## config.mk

```make
export PLATFORM = sky130hd
export DESIGN_NAME = wdt_keyed
export DESIGN_NICKNAME = d
export VERILOG_FILES = /design/src/rtl/wdt_keyed.sv
export SDC_FILE = /design/constraint.sdc
export NUM_CORES = 1
export LEC_CHECK = 0
export ABC_AREA = 1
export BUFFER_PORTS_ARGS = -buffer_cell sky130_fd_sc_hd__clkbuf_2
export CORE_MARGIN = 2
export CORE_UTILIZATION = 57
export CTS_CLUSTER_SIZE = 16
export DETAILED_ROUTE_END_ITERATION = 10
export PLACE_DENSITY = 0.83
export REMOVE_ABC_BUFFERS = 1
export SYNTH_ARGS = -nofsm -noshare
export SYNTH_HDL_FRONTEND = slang
export SYNTH_SLANG_ARGS = --single-unit
```

## constraint.sdc

```tcl
create_clock -name clk -period 2 [get_ports clk]
set_input_delay 0.2 -clock clk [delete_from_list [all_inputs] [get_ports clk]]
set_output_delay 0.2 -clock clk [all_outputs]
set_load 0.02 [all_outputs]
```

## src/rtl/wdt_keyed.sv

```systemverilog
module wdt_keyed #(
  parameter int DW = 32,
  parameter int AW = 8,
  parameter int LAT = 3,
  parameter logic [7:0] REV = 8'h31
) (
  input  logic          clk,
  input  logic          rst_n,
  input  logic          slow_tick,
  input  logic          bus_sel,
  input  logic          bus_wr,
  input  logic [AW-1:0] bus_addr,
  input  logic [DW-1:0] bus_wdata,
  output logic [DW-1:0] bus_rdata,
  output logic          rst_req
);
  localparam int LW = $clog2(LAT + 1);
  localparam int PW = 7;
  localparam logic [AW-1:0] A_REV  = AW'(8'h00);
  localparam logic [AW-1:0] A_PEND = AW'(8'h14);
  localparam logic [AW-1:0] A_CNT  = AW'(8'h18);

  typedef enum logic [1:0] {SQ_IDLE, SQ_ARM1, SQ_DIS1} seq_t;

  logic [3:0]    hit, pend, apply;
  logic [5:0]    ctrl_q, ctrl_stg;
  logic [DW-1:0] load_q, load_stg, key_stg, cnt_q;
  logic [PW-1:0] pre_q, pre_top;
  logic          armed_q, req_q, pre_last, step, ovf;
  seq_t          seq_q;

  for (genvar i = 0; i < 4; i++) begin : g_slot
    logic          p_q;
    logic [LW-1:0] lat_q;
    assign hit[i]   = bus_sel && bus_wr && bus_addr == AW'(4 + 4 * i);
    assign pend[i]  = p_q;
    assign apply[i] = p_q && slow_tick && lat_q == LW'(1);
    always_ff @(posedge clk) begin
      if (!rst_n) begin
        p_q   <= 1'b0;
        lat_q <= '0;
      end else if (hit[i] && !p_q) begin
        p_q   <= 1'b1;
        lat_q <= LW'(LAT);
      end else if (p_q && slow_tick) begin
        lat_q <= lat_q - LW'(1);
        if (lat_q == LW'(1)) p_q <= 1'b0;
      end
    end
  end

  always_ff @(posedge clk) begin
    if (!rst_n) begin
      ctrl_stg <= '0;
      load_stg <= '0;
      key_stg  <= '0;
    end else begin
      if (hit[0] && !pend[0]) ctrl_stg <= bus_wdata[5:0];
      if (hit[1] && !pend[1]) load_stg <= bus_wdata;
      if (hit[3] && !pend[3]) key_stg  <= bus_wdata;
    end
  end

  assign pre_top  = (PW'(1) << ctrl_q[4:2]) - PW'(1);
  assign pre_last = !ctrl_q[5] || pre_q == pre_top;
  assign step     = slow_tick && armed_q && pre_last;
  assign ovf      = step && (&cnt_q) && !apply[2];

  always_ff @(posedge clk) begin
    if (!rst_n) begin
      ctrl_q  <= '0;
      load_q  <= '0;
      cnt_q   <= '0;
      pre_q   <= '0;
      armed_q <= 1'b1;
      seq_q   <= SQ_IDLE;
      req_q   <= 1'b0;
    end else begin
      req_q <= ovf;
      if (apply[0]) ctrl_q <= ctrl_stg;
      if (apply[1]) load_q <= load_stg;
      if (apply[2]) begin
        cnt_q <= load_q;
        pre_q <= '0;
      end else if (slow_tick && armed_q) begin
        pre_q <= pre_last ? '0 : pre_q + PW'(1);
        if (pre_last) cnt_q <= (&cnt_q) ? load_q : cnt_q + DW'(1);
      end
      if (apply[3]) begin
        if (key_stg == DW'(16'hBBBB)) seq_q <= SQ_ARM1;
        else if (key_stg == DW'(16'hAAAA)) seq_q <= SQ_DIS1;
        else begin
          seq_q <= SQ_IDLE;
          if (key_stg == DW'(16'h4444) && seq_q == SQ_ARM1) armed_q <= 1'b1;
          if (key_stg == DW'(16'h5555) && seq_q == SQ_DIS1) armed_q <= 1'b0;
        end
      end
    end
  end

  always_comb begin
    bus_rdata = '0;
    case (bus_addr)
      A_REV:      bus_rdata = DW'(REV);
      AW'(8'h04): bus_rdata = DW'(ctrl_q);
      AW'(8'h08): bus_rdata = load_q;
      A_PEND:     bus_rdata = DW'({pend[3], pend[2], pend[1], 1'b0, pend[0]});
      A_CNT:      bus_rdata = cnt_q;
      default:    bus_rdata = '0;
    endcase
  end

  assign rst_req = req_q;
endmodule

```

---- Word level (Yosys, flattened, before mapping) ----
Cells that the tools add are included.
storage, ports and cells
  output and inout port bits .............. 33
  flip-flop bits (word level) ............. 163
  logic and storage cells ................. 126
  input bits .............................. 45
cells by class
  reductions and logical operators ........ 50
  shift-type cells ........................ 1
  muxes and demuxes ....................... 30
  add/subtract/negate cells ............... 7
  bitwise logic cells ..................... 3
  eq/ne operators ......................... 17
operators with widths
  kind                     number
  $pmux W32 S5             1
  $mux W32                 4
  $eq A32 B15 Y1 const B   2
  $eq A32 B16 Y1 const B   2
  $add A32 B1 Y32 const B  1
  $reduce_and A32 Y1       1
  $eq A8 B5 Y1 const B     3
  $logic_and A1 B1 Y1      23
  $reduce_bool A2 Y1       11
  $mux W2                  10
  $eq A8 B4 Y1 const B     2
  $mux W1                  14
  $eq A2 B1 Y1 const B     5
  $reduce_and A2 Y1        5
  $eq A8 B3 Y1 const B     1
  $logic_not A8 Y1         1
  $sub A2 B1 Y2 const B    4
  $add A7 B1 Y7 const B    1
  $eq A7 B7 Y1             1
  $mux W7                  1
  $shl A1 B3 Y7 const A    1
  $sub A7 B2 Y7 const B    1
  $logic_not A1 Y1         6
  $reduce_and A4 Y1        1
  4 further kinds          6

---- Longest topological paths before layout ----
Gate-level depths: netlist of run 1.
  depth in word-level cells ............... 7
  gate-level depth with buffers ........... 13

---- Least setup slack after synthesis of run 1 ----
Ideal clock, no wire load.
  path kind ............................... flip-flop to flip-flop
  from .................................... register cnt_q[0]
  to ...................................... register cnt_q[21]
  data arrival time ....................... 1.653 ns
  path buffers ............................ 2
  data required time ...................... 1.887 ns
  setup slack ............................. 0.235 ns
  cell stages (with the launch flop) ...... 13
  cell sequence ........................... dfxtp_1 -> ha_1 -> inv_1 -> nor2_4 -> nand3_2 -> nor2_2 -> nand3_2 -> buf_6 -> buf_6 -> a21oi_2 -> nor2_1 -> nand2_1 -> nand2_1
between the ends
  word-level cells in the longest chain between the ends .. 5
  elaborated cells on any way between the ends .. 6
RTL lines
  item                                                          RTL line  RTL
  from (decl)                                                   27        logic [DW-1:0] load_q, load_stg, key_stg, cnt_q;
  from (signal assigned)                                        83        cnt_q <= load_q;
  from (signal assigned)                                        87        if (pre_last) cnt_q <= (&cnt_q) ? load_q : cnt_q + DW'(1);
  $add A32 B1 Y32 / $reduce_and A32 Y1 (equally long branches)  87
  $mux W32 * (2 in series)                                      87
  $mux W32 *                                                    85        end else if (slow_tick && armed_q) begin
  $mux W32 *                                                    82        if (apply[2]) begin
Mark *: on every way between the ends. The rest lies on a longest branch, timed or not. The select of a mux whose other input is x is not followed.
A chain may end at the register's enable or synchronous reset.

---- Final worst setup path of run 1 ----
  from .................................... input port bus_addr[7]
  to ...................................... output port bus_rdata[13]
between the ends
  word-level cells in the longest chain between the ends .. 2
  elaborated cells on any way between the ends .. 6
RTL lines
  item                                        RTL line  RTL
  from (decl)                                 12        input logic [AW-1:0] bus_addr,
  $eq A8 B5 Y1, or another cell as far along  103       case (bus_addr)
  $pmux W32 S5 *                              103
  to (decl)                                   14        output logic [DW-1:0] bus_rdata,
Mark *: on every way between the ends. The rest lies on a longest branch, timed or not.

==> metrics.cfg, run 1 <==
[worst_hold_path]
hold_class=in2reg

[pwr]
finalPower_mw=6.58
leakagePower_nw=3.83
power_density_mw_per_mm2=690
ir_drop_uv=620

[route]
drtIter0Drc=801
firstDrtPassIters=6
vias=8213
wire_per_inst_um=14.9
postRouteAntennaNets=0
viasPerCell=5.55
routed_wl_um=22100
post-route-drc-count=0

[sta]
worst_pin_slew_ns=0.536
final.min_clock_period_ns=1.88
max_freq_mhz=531
finalSetupViolCount=0
finalCritPeriodShare_pct=94.2
layout_setup_ws_ns=0.116
hold_viol=0
holdWs_ns=0.0117
clock_skew_ns=0.00702
slew_violations=0
grt_setup_unrepaired=false
slew_headroom_pct=64.2

[floorplan]
ioPinCount=78
fp.dieArea_mm2=0.0156
core-area_mm2=0.0144
initial_core_util_pct=57.8
die_x_um=125
chipHeight_um=125
rows=44

[place]
hpwlAfterDp_um=15600
io_buffers=77
pre_cts_ws_ns=0.176
place.gp.congestion=0.979

[cts]
clockRootBuffer=clkbuf_16
post-cts-setup-buffer-count=0
ctsHtreeMaxLevel=4
cts-hold-fix-buffers=0
numCtsBuffers=17
tritoncts=built
worstSkewPairLatency_ns=0.43
clkSlewWorstSetupHoldPaths_ns=0.06
clk_path_buf_depth=2
postCtsResizedCells=0
cts_num_sinks=163

[global_routing]
first_global_vias=7637
gr-usage-all-layers_pct=28.8
grt_first_pass_wirelength_um=37000
antenna_found_initial=0
grt_max_degree=46
grt-ovfl-total=0

[layout]
n_fill_cell=1220
diodes=0
fin_util_pct=66.4
drive_above_1_share_pct=15.7
nNetsFinal=1334
syn2layout_area_growth_pct=14.8

[critical_path]
crit_fanout=25
end_kind=output port
start_kind=input pin
crit_type=in2out
cp.required_ns=1.80
crit_arrival_ns=1.68

[synthesis]
yosysTopAreaCell=dfxtp_1
synth_top_area_share_pct=39.3
synthTopCellsByCount=251 x nand2_1, 171 x nor2_1, 163 x dfxtp_1, 127 x inv_1, 87 x nand3_1
ys_ff_latch=163
synth_flop_cell=dfxtp_1
synthCells=1209
ys_warn_count=0
seq_area_frac_synth_pct=39.3
syn_area_mm2=0.00831
syn_area_per_cell_um2=6.87
yosysUniqueCellTypes=37
synthTopCellsByArea=dfxtp_1 39%, nand2_1 11%, nor2_1 7.7%, inv_1 5.7%, nand3_1 5.2%
synth_edf_count=0
async_flop_share_pct=0
yosysMostFrequentCell=nand2_1

[job]
max_cap_violations=0

[outcome]
status=finished, final reports clean

state kept, by name (all words and copies together) (netlist names):
| name | count |
|---|---|
| g_slot.lat_q | 8 |
| pre_q | 7 |
| cnt_q | 32 |
| g_slot.p_q | 4 |
| seq_q | 2 |
| ctrl_q | 6 |
| rst_req | 1 |
| ctrl_stg | 6 |
| load_stg | 32 |
| key_stg | 32 |
| load_q | 32 |
| armed_q | 1 |
where the power goes:
part	total [mW]	internal, mW	leakage (nW)	switching [mW]
Clock	3.04	1.69	0.266	1.36
Combinational	0.280	0.0926	2.25	0.187
Sequential	3.26	3.25	1.31	0.00536
cells by family after synthesis:
family	after synthesis	synth area share [%]
flip-flops	163	39.3
adder cells (fa/ha/maj)	6	0.903
AO/OA/AOI/OAI	272	19.6
buffers and inverters	194	9.65
AND/OR/NAND/NOR	555	28.6
XOR/XNOR	19	2.00
path summary, 6_finish.rpt:
path	endpoint	slack (ns)	cells after the start	start
hold reg to reg	ctrl_q[0]	0.45	2	ctrl_q[0]
setup reg to reg	cnt_q[31]	0.17	11	cnt_q[3]
setup / recovery	bus_rdata[13]	0.12	7	bus_addr[7]
hold / removal	load_stg[11]	0.01	3	bus_wdata[11]
cell usage in the layout (no fill, tap or decap), types with 17 or more instances in the layout:
cell	Yosys	final
a21oi_1	86	86
clkbuf_2	0	77
dfxtp_1	163	163
inv_1	127	127
o21ai_0	61	61
buf_4	10	32
xor2_1	17	17
a211oi_2	17	17
o21ai_1	49	49
clkbuf_16	0	17
o22ai_1	25	25
nand3_1	87	86
nor2_1	171	171
nand2_1	251	251
per-stage QoR:
step / setup TNS, ns / area (µm²) / instances
finish: 0 / 9540 / 1480
global route: 0 / 9540 / 1480
CTS: 0 / 9530 / 1480
detailed placement: 0 / 8990 / 1448
global placement: 0 / 8990 / 1448
floorplan: -62.50 / 8010 / 1149
critical path: stages:
cell and delay (ns):
clkbuf_2 0.08, or2_1 0.28, nor3_4 0.20, nand2_1 0.16, buf_4 0.26, o22ai_1 0.26, clkbuf_2 0.23
layout make-up:
type	instances	area, µm²	share of cell area [%]
clock inverter	11	77.6	0.813
timing repair buffer	115	737	7.73
tap	184	230	2.41
clock buffer	21	470	4.93
inverter	134	503	5.27
sequential	163	3260	34.2
multi-input combinational	852	4260	44.6
metal layers:
| metal | global-route usage, % | share of wire [%] | up-vias |
|---|---|---|---|
| met5 | 0 | 0 | - |
| met1 | 39.1 | 43 | 3706 |
| met2 | 45.1 | 46 | 357 |
| met4 | 10.8 | 2.3 | 0 |
| li1 | - | - | 4105 |
| met3 | 6.44 | 8.6 | 45 |
Power figures use the tool's default switching activity.
==> inputs of run 2 (changes only) <==
CORE_UTILIZATION = 60   (was 57)
PLACE_DENSITY = 0.87   (was 0.83)
==> run 2 against run 1 <==
Net effect: utilization up 4.5 points; via count up 2.8%; maximum frequency up 0.30%; power up 6.5%; hold slack better by 0.0035 ns; sequential share of layout area down 0.63 points; critical path type unchanged; largest power group is now clock.
==> metrics.cfg, run 2 (synthesis results as in run 1) <==
[outcome]
status=finished, final reports clean

[sta]
clock_skew_ns=0.00642
slew_headroom_pct=58.0
hold_viol=0
final.min_clock_period_ns=1.88
finalSetupTns_ns=0
max_freq_mhz=532
finalCritPeriodShare_pct=93.9
finalSetupViolCount=0
slew_violations=0
worst_pin_slew_ns=0.623
grt_setup_unrepaired=true

[route]
post-route-drc-count=0
postRouteAntennaNets=0
firstDrtPassIters=8
routed_wl_um=22700
vias=8447
viasPerCell=5.71
wire_per_inst_um=15.4
drtIter0Drc=864

[cts]
clk_path_buf_depth=2
worstSkewPairLatency_ns=0.44
post-cts-setup-buffer-count=0
ctsHtreeMaxLevel=4
numCtsBuffers=17
cts_num_sinks=163
clkSlewWorstSetupHoldPaths_ns=0.07
clockRootBuffer=clkbuf_16
tritoncts=built

[critical_path]
cp.required_ns=1.80
end_kind=output port
r2r-start=cnt_q[1]
start_kind=input pin
critPathLaunch=bus_addr[6]
crit_arrival_ns=1.68
crit_fanout=33
crit_type=in2out

[floorplan]
fp.dieArea_mm2=0.0148
ioPinCount=78
core-area_mm2=0.0137
rows=43
chipHeight_um=122
initial_core_util_pct=60.6
die_x_um=122

[place]
hpwlAfterDp_um=15700
place.gp.congestion=0.969
io_buffers=77
dp_cells=1446

[worst_hold_path]
hp-start=bus_wdata[13]
hold_class=in2reg

[pwr]
ir_drop_uv=677
leakagePower_nw=3.93
power_density_mw_per_mm2=721

[layout]
regArea_mm2=0.00326
syn2layout_area_growth_pct=17.0
multi_input_area_mm2=0.00428
diodes=0
nNetsFinal=1337
final_common_cell=nand2_1
n_fill_cell=1085
instances_no_fill=1479
layout_common_cells=251 x nand2_1, 170 x nor2_1, 162 x dfxtp_1
drive_above_1_share_pct=16.1

[global_routing]
grt_max_degree=61
first_global_vias=7921
grt-ovfl-total=0
antenna_found_initial=0
gr-usage-all-layers_pct=31.7
grt_first_pass_wirelength_um=37300

[job]
max_cap_violations=0

[run 2: what timing repair did]
item	in CTS	in global routing
hold buffers	1	0
gates resized for setup	0	7
endpoints found under the setup margin	0	20
endpoints found under the hold margin	1	0
[run 2: area by class of cell]
| cell class | instances | area share [%] |
|---|---|---|
| flip-flops and latches | 163 | 33.6 |
| clock inverters | 12 | 1.71 |
| clock buffers | 20 | 4.70 |
| inverters | 134 | 5.17 |
| multi-input cells | 852 | 44.0 |
| repair buffers | 118 | 8.48 |
| well taps | 180 | 2.32 |
[run 2: final timing paths]
| kind | end | slack, ns | cells after the start |
|---|---|---|---|
| worst min register to register | ctrl_q[0] | 0.46 | 2 |
| worst max-delay path | bus_rdata[10] | 0.12 | 7 |
| worst max register to register | cnt_q[5] | 0.13 | 11 |
| worst min-delay path | key_stg[13] | 0.02 | 3 |
[run 2: layer usage]
| metal | track usage [%] | part of all wire (%) | vias up |
|---|---|---|---|
| li1 | - | - | 4118 |
| met1 | 41.0 | 41 | 3805 |
| met2 | 49.6 | 46 | 435 |
| met3 | 7.21 | 9.5 | 89 |
| met4 | 16.3 | 4.0 | 0 |
| met5 | 0 | 0 | - |
[run 2: through the flow]
| stage | worst slack [ns] | utilization [%] | hold WS, ns | area (µm²) | power (mW) |
|---|---|---|---|---|---|
| global route | -0.00535 | 70.9 | 0.0276 | 9720 | 7.18 |
| CTS | 0.0673 | 70.6 | 0.00762 | 9690 | 7.01 |
| detailed placement | 0.0838 | 66.0 | 0.450 | 9060 | 3.61 |
| floorplan | -1.54 | - | 0.335 | 8010 | 3.45 |
| finish | 0.122 | 70.9 | 0.0152 | 9720 | 7.01 |
| global placement | 0.172 | 66.0 | 0.442 | 9060 | 3.60 |
[run 2: critical path, cell delays in order]
cell and delay (ns):
clkbuf_2 0.09, or2_1 0.27, nor3_4 0.19, nand2_1 0.12, buf_12 0.19, o21ai_0 0.35, clkbuf_2 0.24
[run 2: power breakdown]
part	leakage, nW	switching, mW	total [mW]	internal [mW]
registers	1.31	0.00566	3.26	3.25
logic	2.30	0.189	0.286	0.0964
clock network	0.310	1.41	3.47	2.06
==> inputs of run 3 (changes only) <==
CORE_UTILIZATION = 30   (was 60)
MAX_ROUTING_LAYER = met4   (was unset)
PLACE_DENSITY = 0.52   (was 0.87)
==> run 3 against run 2 <==
Net effect: die area up 96%; global-route usage down 14 points; sequential share of layout area decreased by 0.87 points; flip-flop and latch count did not move; via count decreased by 6.5%; worst setup slack improved by 0.034 ns; critical path type unchanged; highest routed layer unchanged.
==> metrics.cfg, run 3 (synthesis results as in run 1) <==
[outcome]
status=finished, final reports clean

[layout]
fin_util_pct=36.8
n_fill_cell=2950
drive_above_1_share_pct=16.5
syn2layout_area_growth_pct=20.1
final_common_cell=nand2_1
final_area_mm2=0.00998
layout_common_cells=251 x nand2_1, 171 x nor2_1, 162 x dfxtp_1
nNetsFinal=1345

[critical_path]
start_kind=input pin
cp.required_ns=1.80
crit_fanout=23
crit_type=in2out
r2r_cells=11
end_kind=output port
critPathLaunch=bus_addr[1]
timing.rr.end=cnt_q[10]
r2r-start=cnt_q[8]
r2r_setup_slack_ns=0.20
crit_arrival_ns=1.64

[route]
viasPerCell=4.70
wire_per_inst_um=14.8
drtIter0Drc=519
firstDrtPassIters=4
routed_wl_um=24800
vias=7901
postRouteAntennaNets=0
post-route-drc-count=0

[cts]
ctsHtreeMaxLevel=4
clk_path_buf_depth=2
clockRootBuffer=clkbuf_16
numCtsBuffers=17
tritoncts=built
worstSkewPairLatency_ns=0.43
clkSlewWorstSetupHoldPaths_ns=0.07
cts_num_sinks=163
cts-hold-fix-buffers=0

[sta]
hold_viol=0
finalCritPeriodShare_pct=92.2
holdWs_ns=0.0249
max_freq_mhz=542
grt_setup_unrepaired=false
finalSetupViolCount=0
slew_violations=0
final.min_clock_period_ns=1.84
finalSetupTns_ns=0
slew_headroom_pct=66.5
worst_pin_slew_ns=0.503
clock_skew_ns=0.0141

[pwr]
seq_power_share_pct=46.2
swShare_pct=23.9
switchingPower_mw=1.68
power_density_mw_per_mm2=706
power.internal_mw=5.37
p_clk_share_pct=49.7
ir_drop_uv=429
leakagePower_nw=3.95
comb_power_share_pct=4.1

[floorplan]
fp.dieArea_mm2=0.0290
die_x_um=170
core-area_mm2=0.0271
initial_core_util_pct=30.7
rows=60
ioPinCount=78
chipHeight_um=170

[place]
place.gp.congestion=0.865
io_buffers=77
placed_area_mm2=0.00935
hpwlAfterDp_um=18200

[global_routing]
grt_max_degree=56
gr-usage-all-layers_pct=18.0
first_global_vias=7423
grt_first_pass_wirelength_um=39600
grt-ovfl-total=0
antenna_found_initial=1

[job]
max_cap_violations=0

[worst_hold_path]
whs_endpoint=load_stg[14]
hold_depth=3
hp-start=bus_wdata[14]
hold_class=in2reg

==> run 3: changes by cell type in the layout (fill, tap and decap cells not counted), sizes merged <==
cell         before  now
diode             0    1
buf              40   49
clkinv            4    1
clkinvlp          0    1
dlygate4sd3       1    0
clkbuf           97   96
inv             139  142
==> run 3: critical path, cell delays in order <==
cell	delay, ns
clkbuf_2	0.07
or2_1	0.27
nor2_1	0.19
nand2_1	0.16
buf_12	0.20
o22ai_1	0.30
clkbuf_2	0.23
==> run 3: power groups by stage <==
stage | clock network [mW] | logic [mW] | registers [mW]
after CTS | 3.60 | 0.296 | 3.26
after floorplan | 0 | 0.119 | 3.33
final | 3.50 | 0.291 | 3.26
after global placement | 0 | 0.296 | 3.33
after detailed placement | 0 | 0.295 | 3.33
after global routing | 3.70 | 0.324 | 3.26
==> run 3: cell type report <==
cell class / count / area [µm²] / area share, %
multi-input combinational: 852 / 4260 / 42.7
clock buffer: 19 / 433 / 4.34
inverter: 134 / 503 / 5.04
tap: 372 / 465 / 4.66
clock inverter: 13 / 184 / 1.84
timing repair buffer: 126 / 870 / 8.71
sequential: 163 / 3260 / 32.7
antenna: 1 / 2.50 / 0.0251
==> run 3: per-stage QoR <==
stage | power (mW) | worst slack, ns | instances
6_report | 7.05 | 0.156 | 1680
5_1_grt | 7.28 | 0.0200 | 1680
4_1_cts | 7.15 | 0.144 | 1679
3_5_place_dp | 3.63 | 0.139 | 1647
3_3_place_gp | 3.63 | 0.155 | 1647
2_1_floorplan | 3.45 | -1.54 | 1149
==> run 3: how the worst max path moves through the flow <==
stage	to	slack, ns
after floorplan	load_stg[11]	-1.54
after global placement	bus_rdata[14]	0.16
after detailed placement	load_stg[19]	0.14
after CTS	bus_rdata[4]	0.14
after global routing	cnt_q[10]	0.02
final	bus_rdata[19]	0.16
==> run 3: what timing repair did <==
action / CTS / global route
resized for setup: 0 / 3
setup endpoints to repair: 0 / 12
buffers inserted: 0 / 0
==> run 3: metal layers <==
layer	wire (µm)	global-route usage, %	vias to the layer above
li1	-	-	4145
met2	11300	28.3	158
met1	12300	24.1	3575
met5	0	-	-
met3	934	2.33	23
met4	347	5.65	0
